`src/rtl/sdram_init_pkg.sv`:
```
package sdram_init_pkg;

    localparam int CHIP_LSB = 20;
    localparam int CMD_LSB  = 18;
    localparam int BANK_LSB = 16;
    localparam int FIELD_W  = 16;
    localparam int AP_BIT   = 10;

    localparam logic [2:0] STATE_CONFIGURE = 3'd4;
    localparam logic [2:0] STATE_GO        = 3'd0;

    typedef enum logic [1:0] {
        DC_PALL = 2'd0,
        DC_AREF = 2'd1,
        DC_MRS  = 2'd2,
        DC_NOP  = 2'd3
    } dcmd_e;

    typedef struct packed {
        logic ras_n;
        logic cas_n;
        logic we_n;
    } strobe_t;

    localparam strobe_t STROBE_IDLE = strobe_t'(3'b111);

    function automatic strobe_t strobe_of(input dcmd_e c);
        strobe_t s;
        unique case (c)
            DC_PALL: s = strobe_t'(3'b010);
            DC_AREF: s = strobe_t'(3'b001);
            DC_MRS:  s = strobe_t'(3'b000);
            default: s = strobe_t'(3'b111);
        endcase
        return s;
    endfunction

endpackage

```
`src/rtl/sdram_gap_timer.sv`:
```
module sdram_gap_timer #(
    parameter int TW = 4
) (
    input  logic          clk,
    input  logic          rst_n,
    input  logic          load,
    input  logic [TW-1:0] gap,
    output logic          idle
);

    logic [TW-1:0] cnt_d, cnt_q;

    // the command cycle itself counts as the first cycle of the gap
    always_comb begin
        cnt_d = cnt_q;
        if (load) begin
            cnt_d = (gap == '0) ? '0 : gap - TW'(1);
        end else if (cnt_q != '0) begin
            cnt_d = cnt_q - TW'(1);
        end
    end

    always_ff @(posedge clk or negedge rst_n) begin
        if (!rst_n) begin
            cnt_q <= '0;
        end else begin
            cnt_q <= cnt_d;
        end
    end

    assign idle = (cnt_q == '0);

endmodule

```
`src/rtl/sdram_refresh_timer.sv`:
```
module sdram_refresh_timer #(
    parameter int RW = 11
) (
    input  logic          clk,
    input  logic          rst_n,
    input  logic          run,
    input  logic          fire,
    input  logic [RW-1:0] interval,
    output logic          due
);

    logic [RW-1:0] cnt_d, cnt_q;
    logic [RW-1:0] reload;

    assign reload = (interval == '0) ? '0 : interval - RW'(1);

    always_comb begin
        cnt_d = cnt_q;
        if (!run || fire) begin
            cnt_d = reload;
        end else if (cnt_q != '0) begin
            cnt_d = cnt_q - RW'(1);
        end
    end

    always_ff @(posedge clk or negedge rst_n) begin
        if (!rst_n) begin
            cnt_q <= '0;
        end else begin
            cnt_q <= cnt_d;
        end
    end

    // holds at zero while a recovery gap blocks the refresh
    assign due = run && (cnt_q == '0);

endmodule

```
`src/rtl/sdram_cmd_decode.sv`:
```
module sdram_cmd_decode
    import sdram_init_pkg::*;
#(
    parameter int NCHIP = 2,
    parameter int AW    = 16
) (
    input  logic               issue,
    input  logic               refresh,
    input  dcmd_e              code,
    input  logic [1:0]         chip,
    input  logic [1:0]         bank,
    input  logic [FIELD_W-1:0] field,
    output logic [NCHIP-1:0]   cs_n,
    output strobe_t            str,
    output logic [1:0]         ba,
    output logic [AW-1:0]      addr
);

    for (genvar i = 0; i < NCHIP; i++) begin : g_cs
        assign cs_n[i] = !(refresh || (issue && (chip == 2'(i))));
    end

    always_comb begin
        str  = STROBE_IDLE;
        ba   = '0;
        addr = '0;
        if (refresh) begin
            str = strobe_of(DC_AREF);
        end else if (issue) begin
            str  = strobe_of(code);
            ba   = bank;
            addr = field[AW-1:0];
            if (code == DC_PALL) begin
                addr[AP_BIT] = 1'b1;
            end
        end
    end

endmodule

```
`src/rtl/sdram_init_seq.sv`:
```
module sdram_init_seq
    import sdram_init_pkg::*;
#(
    parameter int NCHIP = 2,
    parameter int AW    = 16,
    parameter int TW    = 4,
    parameter int RW    = 11
) (
    input  logic                  clk,
    input  logic                  rst_n,
    input  logic                  cfg_wr,
    input  logic [2:0]            cfg_val,
    input  logic                  cmd_wr,
    input  logic [CHIP_LSB+1:0]   cmd_word,
    input  logic [TW-1:0]         t_mrd,
    input  logic [TW-1:0]         t_rp,
    input  logic [TW-1:0]         t_rfc,
    input  logic [RW-1:0]         ref_interval,
    output logic                  cmd_ready,
    output logic                  go_active,
    output logic [NCHIP-1:0]      mem_cs_n,
    output logic                  mem_ras_n,
    output logic                  mem_cas_n,
    output logic                  mem_we_n,
    output logic [1:0]            mem_ba,
    output logic [AW-1:0]         mem_addr
);

    typedef struct packed {
        logic             in_cfg;
        logic [NCHIP-1:0] cs_n;
        strobe_t          str;
        logic [1:0]       ba;
        logic [AW-1:0]    addr;
    } regs_t;

    localparam regs_t REGS_RESET = '{
        in_cfg: 1'b1,
        cs_n:   '1,
        str:    STROBE_IDLE,
        ba:     '0,
        addr:   '0
    };

    regs_t r_d, r_q;

    logic             gap_idle;
    logic             ref_due;
    logic             accept;
    logic             ref_fire;
    logic             gap_load;
    logic [TW-1:0]    gap_val;
    dcmd_e            w_code;
    logic [NCHIP-1:0] dec_cs_n;
    strobe_t          dec_str;
    logic [1:0]       dec_ba;
    logic [AW-1:0]    dec_addr;

    assign w_code   = dcmd_e'(cmd_word[CMD_LSB +: 2]);
    assign accept   = cmd_wr && r_q.in_cfg && gap_idle;
    assign ref_fire = ref_due && gap_idle;
    assign gap_load = accept || ref_fire;

    always_comb begin
        if (ref_fire) begin
            gap_val = t_rfc;
        end else begin
            unique case (w_code)
                DC_PALL: gap_val = t_rp;
                DC_AREF: gap_val = t_rfc;
                DC_MRS:  gap_val = t_mrd;
                default: gap_val = TW'(1);
            endcase
        end
    end

    sdram_gap_timer #(.TW(TW)) i_gap (
        .clk   (clk),
        .rst_n (rst_n),
        .load  (gap_load),
        .gap   (gap_val),
        .idle  (gap_idle)
    );

    sdram_refresh_timer #(.RW(RW)) i_ref (
        .clk      (clk),
        .rst_n    (rst_n),
        .run      (!r_q.in_cfg),
        .fire     (ref_fire),
        .interval (ref_interval),
        .due      (ref_due)
    );

    sdram_cmd_decode #(.NCHIP(NCHIP), .AW(AW)) i_dec (
        .issue   (accept),
        .refresh (ref_fire),
        .code    (w_code),
        .chip    (cmd_word[CHIP_LSB +: 2]),
        .bank    (cmd_word[BANK_LSB +: 2]),
        .field   (cmd_word[FIELD_W-1:0]),
        .cs_n    (dec_cs_n),
        .str     (dec_str),
        .ba      (dec_ba),
        .addr    (dec_addr)
    );

    always_comb begin
        r_d      = r_q;
        r_d.cs_n = dec_cs_n;
        r_d.str  = dec_str;
        r_d.ba   = dec_ba;
        r_d.addr = dec_addr;
        if (cfg_wr) begin
            if (cfg_val == STATE_CONFIGURE) begin
                r_d.in_cfg = 1'b1;
            end else if (cfg_val == STATE_GO) begin
                r_d.in_cfg = 1'b0;
            end
        end
    end

    always_ff @(posedge clk or negedge rst_n) begin
        if (!rst_n) begin
            r_q <= REGS_RESET;
        end else begin
            r_q <= r_d;
        end
    end

    assign cmd_ready = r_q.in_cfg && gap_idle;
    assign go_active = !r_q.in_cfg;
    assign mem_cs_n  = r_q.cs_n;
    assign mem_ras_n = r_q.str.ras_n;
    assign mem_cas_n = r_q.str.cas_n;
    assign mem_we_n  = r_q.str.we_n;
    assign mem_ba    = r_q.ba;
    assign mem_addr  = r_q.addr;

endmodule

```
`config.mk`:
```
export PLATFORM = sky130hd
export DESIGN_NAME = sdram_init_seq
export DESIGN_NICKNAME = d
export VERILOG_FILES = /design/src/rtl/sdram_init_pkg.sv /design/src/rtl/sdram_gap_timer.sv /design/src/rtl/sdram_refresh_timer.sv /design/src/rtl/sdram_cmd_decode.sv /design/src/rtl/sdram_init_seq.sv
export SDC_FILE = /design/constraint.sdc
export NUM_CORES = 1
export LEC_CHECK = 0
export BUFFER_PORTS_ARGS = -buffer_cell sky130_fd_sc_hd__buf_2
export CAP_MARGIN = 20
export CORE_ASPECT_RATIO = 1.5
export CORE_MARGIN = 2
export CORE_UTILIZATION = 51
export DETAILED_ROUTE_END_ITERATION = 8
export PLACE_DENSITY_LB_ADDON = 0.12
export SYNTH_ARGS = -nofsm -noshare
export SYNTH_HDL_FRONTEND = slang
export SYNTH_SLANG_ARGS = --single-unit
```
`constraint.sdc`:
```
create_clock -name clk -period 3.3 [get_ports clk]
set_input_delay 0.495 -clock clk [delete_from_list [all_inputs] [get_ports clk]]
set_output_delay 0.495 -clock clk [all_outputs]
set_load 0.05 [all_outputs]
```
==> impl_metrics.json <==
{
  "finalNetCount": 363,
  "synth_xor_area_share_pct": 4.89,
  "antenna_left": 0,
  "grt_antenna_before_repair": 0,
  "vias": 1933,
  "htreeDepth": 2,
  "ff2ff_path_depth": 7,
  "insertion_delay_ns": 0.29,
  "synth_nets": 303,
  "status": "completed",
  "drtIter0Drc": 84,
  "hp-class": "in2async",
  "cap_violations": 0,
  "vdd_drop_max_mv": 0.298,
  "timing.rr.start": "i_ref.cnt_q[0]",
  "end_kind": "flop",
  "clkPwrFrac_pct": 23.7,
  "r2r_slack_ns": 0.55,
  "die-area_um2": 5140,
  "via_per_inst": 5.51,
  "first_global_vias": 1832,
  "synth_fa_ha_area_share_pct": 4.83,
  "finalSetupTns_ns": 0,
  "powerDensity_nw_per_um2": 611,
  "clkSinkCount": 39,
  "cp-startpoint": "i_ref.cnt_q[0]",
  "switchingPower_mw": 0.612,
  "yosys.area_share.simple_pct": 23.4,
  "synth-seq-cells": 39,
  "worstPathArrival_ns": 2.92,
  "postCtsResizedCells": 0,
  "cts_tree": "built",
  "yosysUniqueCellTypes": 48,
  "reg2reg_to": "i_gap.cnt_q[0]",
  "crit_fanout": 6,
  "clock_skew_ns": 0.00653,
  "hold_violations": 0,
  "wl_um": 4970,
  "avgRoutedWirePerCell_um": 14.1,
  "synth_cells": 242,
  "initial_core_util_pct": 52.2,
  "dp_cells": 343,
  "grt_max_degree": 40,
  "die_h_um": 86.8,
  "place_hpwl_um": 3840,
  "clkTransAtPathRegs_ns": 0.07,
  "yosys_warnings": 0,
  "synth-async-reset-ratio_pct": 100,
  "finalPower_mw": 1.67,
  "design_area_um2": 2730,
  "setup_violations": 0,
  "io_pins": 77,
  "fin_cells": 351,
  "gp_congestion": 0.806,
  "gr-total-overflow": 0,
  "num_antenna_cells": 0,
  "cp-endpoint": "i_gap.cnt_q[0]",
  "synth_area_per_cell_um2": 9.63,
  "drt_pre_antenna_iters": 4,
  "grt_pass1_wl_um": 8110,
  "timing.final.crit_share_pct": 83.3,
  "cts_made_buffers": 5,
  "port_buffers": 76,
  "holdWs_ns": 0.312,
  "core_area_um2": 4470,
  "syn_area_um2": 2330,
  "required_ns": 3.47,
  "clockBufferDepth": 2,
  "fmax_mhz": 364,
  "rows": 30,
  "yosysSeqAreaShare_pct": 42.2,
  "fin_crit_ns": 2.75,
  "p_seq_share_pct": 40.9,
  "layout-drive-gt1-share_pct": 33.0,
  "p_int_mw": 1.06,
  "slew_violations": 0,
  "synth_compound_gate_area_share_pct": 13.1,
  "placed_cell_area_um2": 2620,
  "synth_edf_count": 0,
  "synth_top_family_by_area": "simple AND/OR/NAND/NOR gates",
  "leakagePower_nw": 1.36,
  "root_buffer": "clkbuf_8",
  "post_cts_buffers": 0,
  "area_delta_synth_final_pct": 17.2,
  "relSlewSlack_pct": 42.8,
  "rsz0062_at_grt": "false",
  "grt_use_total_pct": 20.4,
  "die_w_um": 59.2,
  "synth_ff_type": "dfrtp_1",
  "combPwrFrac_pct": 35.3,
  "drcViolationCount": 0,
  "cts_hold_buf": 0,
  "worst-setup-path-type": "reg2reg",
  "swShare_pct": 36.7,
  "start_kind": "flop",
  "tightest_slew_ns": 0.858,
  "muxShareOfSynthArea_pct": 2.69
}
kinds of logic after synthesis:
| family | Yosys count |
|---|---|
| AND/OR/NAND/NOR | 98 |
| AO/OA/AOI/OAI | 42 |
| flip-flops | 39 |
| buffers and inverters | 35 |
| XOR/XNOR | 13 |
| adder cells (fa/ha/maj) | 9 |
| multiplexers | 6 |
power groups by stage:
stage               clock, mW  sequential (mW)  combinational, mW
floorplan                   0            0.660              0.461
global placement            0            0.686              0.584
detailed placement          0            0.690              0.593
CTS                     0.405            0.681              0.596
global route            0.422            0.696              0.661
finish                  0.396            0.683              0.590
metrics by stage:
| stage | utilization [%] | setup WS, ns |
|---|---|---|
| 2_1_floorplan | - | 0.848 |
| 3_3_place_gp | 58.6 | 0.691 |
| 3_5_place_dp | 58.6 | 0.591 |
| 4_1_cts | 61.1 | 0.554 |
| 5_1_grt | 61.1 | 0.359 |
| 6_report | 61.1 | 0.550 |
cell usage after synthesis (3+ instances only):
| cell type | number | area (um2) |
|---|---|---|
| dfrtp_1 | 33 | 826 |
| nor2_1 | 26 | 97.6 |
| buf_4 | 20 | 150 |
| and2_1 | 18 | 113 |
| a21oi_1 | 11 | 55.1 |
| nor3_1 | 11 | 55.1 |
| ha_1 | 9 | 113 |
| inv_1 | 9 | 33.8 |
| nand2_1 | 9 | 33.8 |
| xnor2_1 | 8 | 70.1 |
| nand3_1 | 7 | 35.0 |
| dfstp_2 | 6 | 158 |
| clkbuf_1 | 5 | 18.8 |
| xor2_1 | 5 | 43.8 |
| a22oi_1 | 4 | 30.0 |
| mux2i_1 | 4 | 40.0 |
| nor4_1 | 4 | 25.0 |
| or4_1 | 4 | 30.0 |
| a211oi_1 | 3 | 22.5 |
| and3_1 | 3 | 18.8 |
| o21ai_0 | 3 | 15.0 |
| o22ai_1 | 3 | 18.8 |
| or3_1 | 3 | 18.8 |
registers in the layout, indices dropped and copies added (netlist names):
name / cells
mem_cs_n: 2
i_gap.cnt_q: 4
mem_cas_n: 1
mem_we_n: 1
mem_ba: 2
r_q: 1
i_ref.cnt_q: 11
mem_addr: 16
mem_ras_n: 1
worst min-delay path by stage:
stage / to / slack, ns / cells past startpoint
5_1_grt: mem_cs_n[1] / 0.35 / 2
3_3_place_gp: i_gap.cnt_q[3] / 0.58 / 1
6_report: mem_ba[0] / 0.31 / 1
4_1_cts: i_ref.cnt_q[4] / 0.34 / 1
3_5_place_dp: i_gap.cnt_q[3] / 0.58 / 1
2_1_floorplan: i_gap.cnt_q[0] / 0.20 / 0
layer usage:
metal | wire [um] | GRT usage, % | vias up
li1 | - | - | 964
met1 | 1850 | 21.9 | 897
met2 | 2730 | 38.1 | 65
met3 | 286 | 3.28 | 7
met4 | 98 | 8.47 | 0
met5 | 0 | 0 | -
placed cells by master (no fill, tap or decap), types with 2 or more instances in the layout:
cell type and instances:
nor2_1 26, nor4_1 4, nor3b_1 2, buf_2 76, a211oi_1 3, dfrtp_1 33
o41ai_1 2, dfstp_2 6, or4_1 4, a222oi_1 2, clkbuf_8 5, a311o_1 2
buf_4 3, a2bb2oi_1 2, nand3_1 7, mux2i_1 4, or2_2 2, xnor2_1 8
nor4b_1 2, or3_1 3, ha_1 9, nor3_1 11, inv_1 9, o21ai_0 3
o22ai_1 3, nand2_1 9, mux2_2 2, a21oi_1 11, a22oi_1 4, and2_1 18
a41o_1 2, xor2_1 5, and3_1 3
critical path, cell delays in order, from the launching register on:
cell and delay, ns:
dfrtp_1 0.41, inv_1 0.12, ha_1 0.17, or4b_4 0.51, nor4_4 0.45, mux2i_1 0.48
nand3_1 0.13, a311o_1 0.37
area by class of cell:
type	count	area [um2]
Multi-Input combinational cell	168	1140
Inverter	9	33.8
Timing Repair Buffer	79	403
Sequential cell	39	983
Clock inverter	3	43.8
Clock buffer	5	68.8
Fill cell	384	1740
Tap cell	48	60.1
Power figures use the tool's default switching activity.
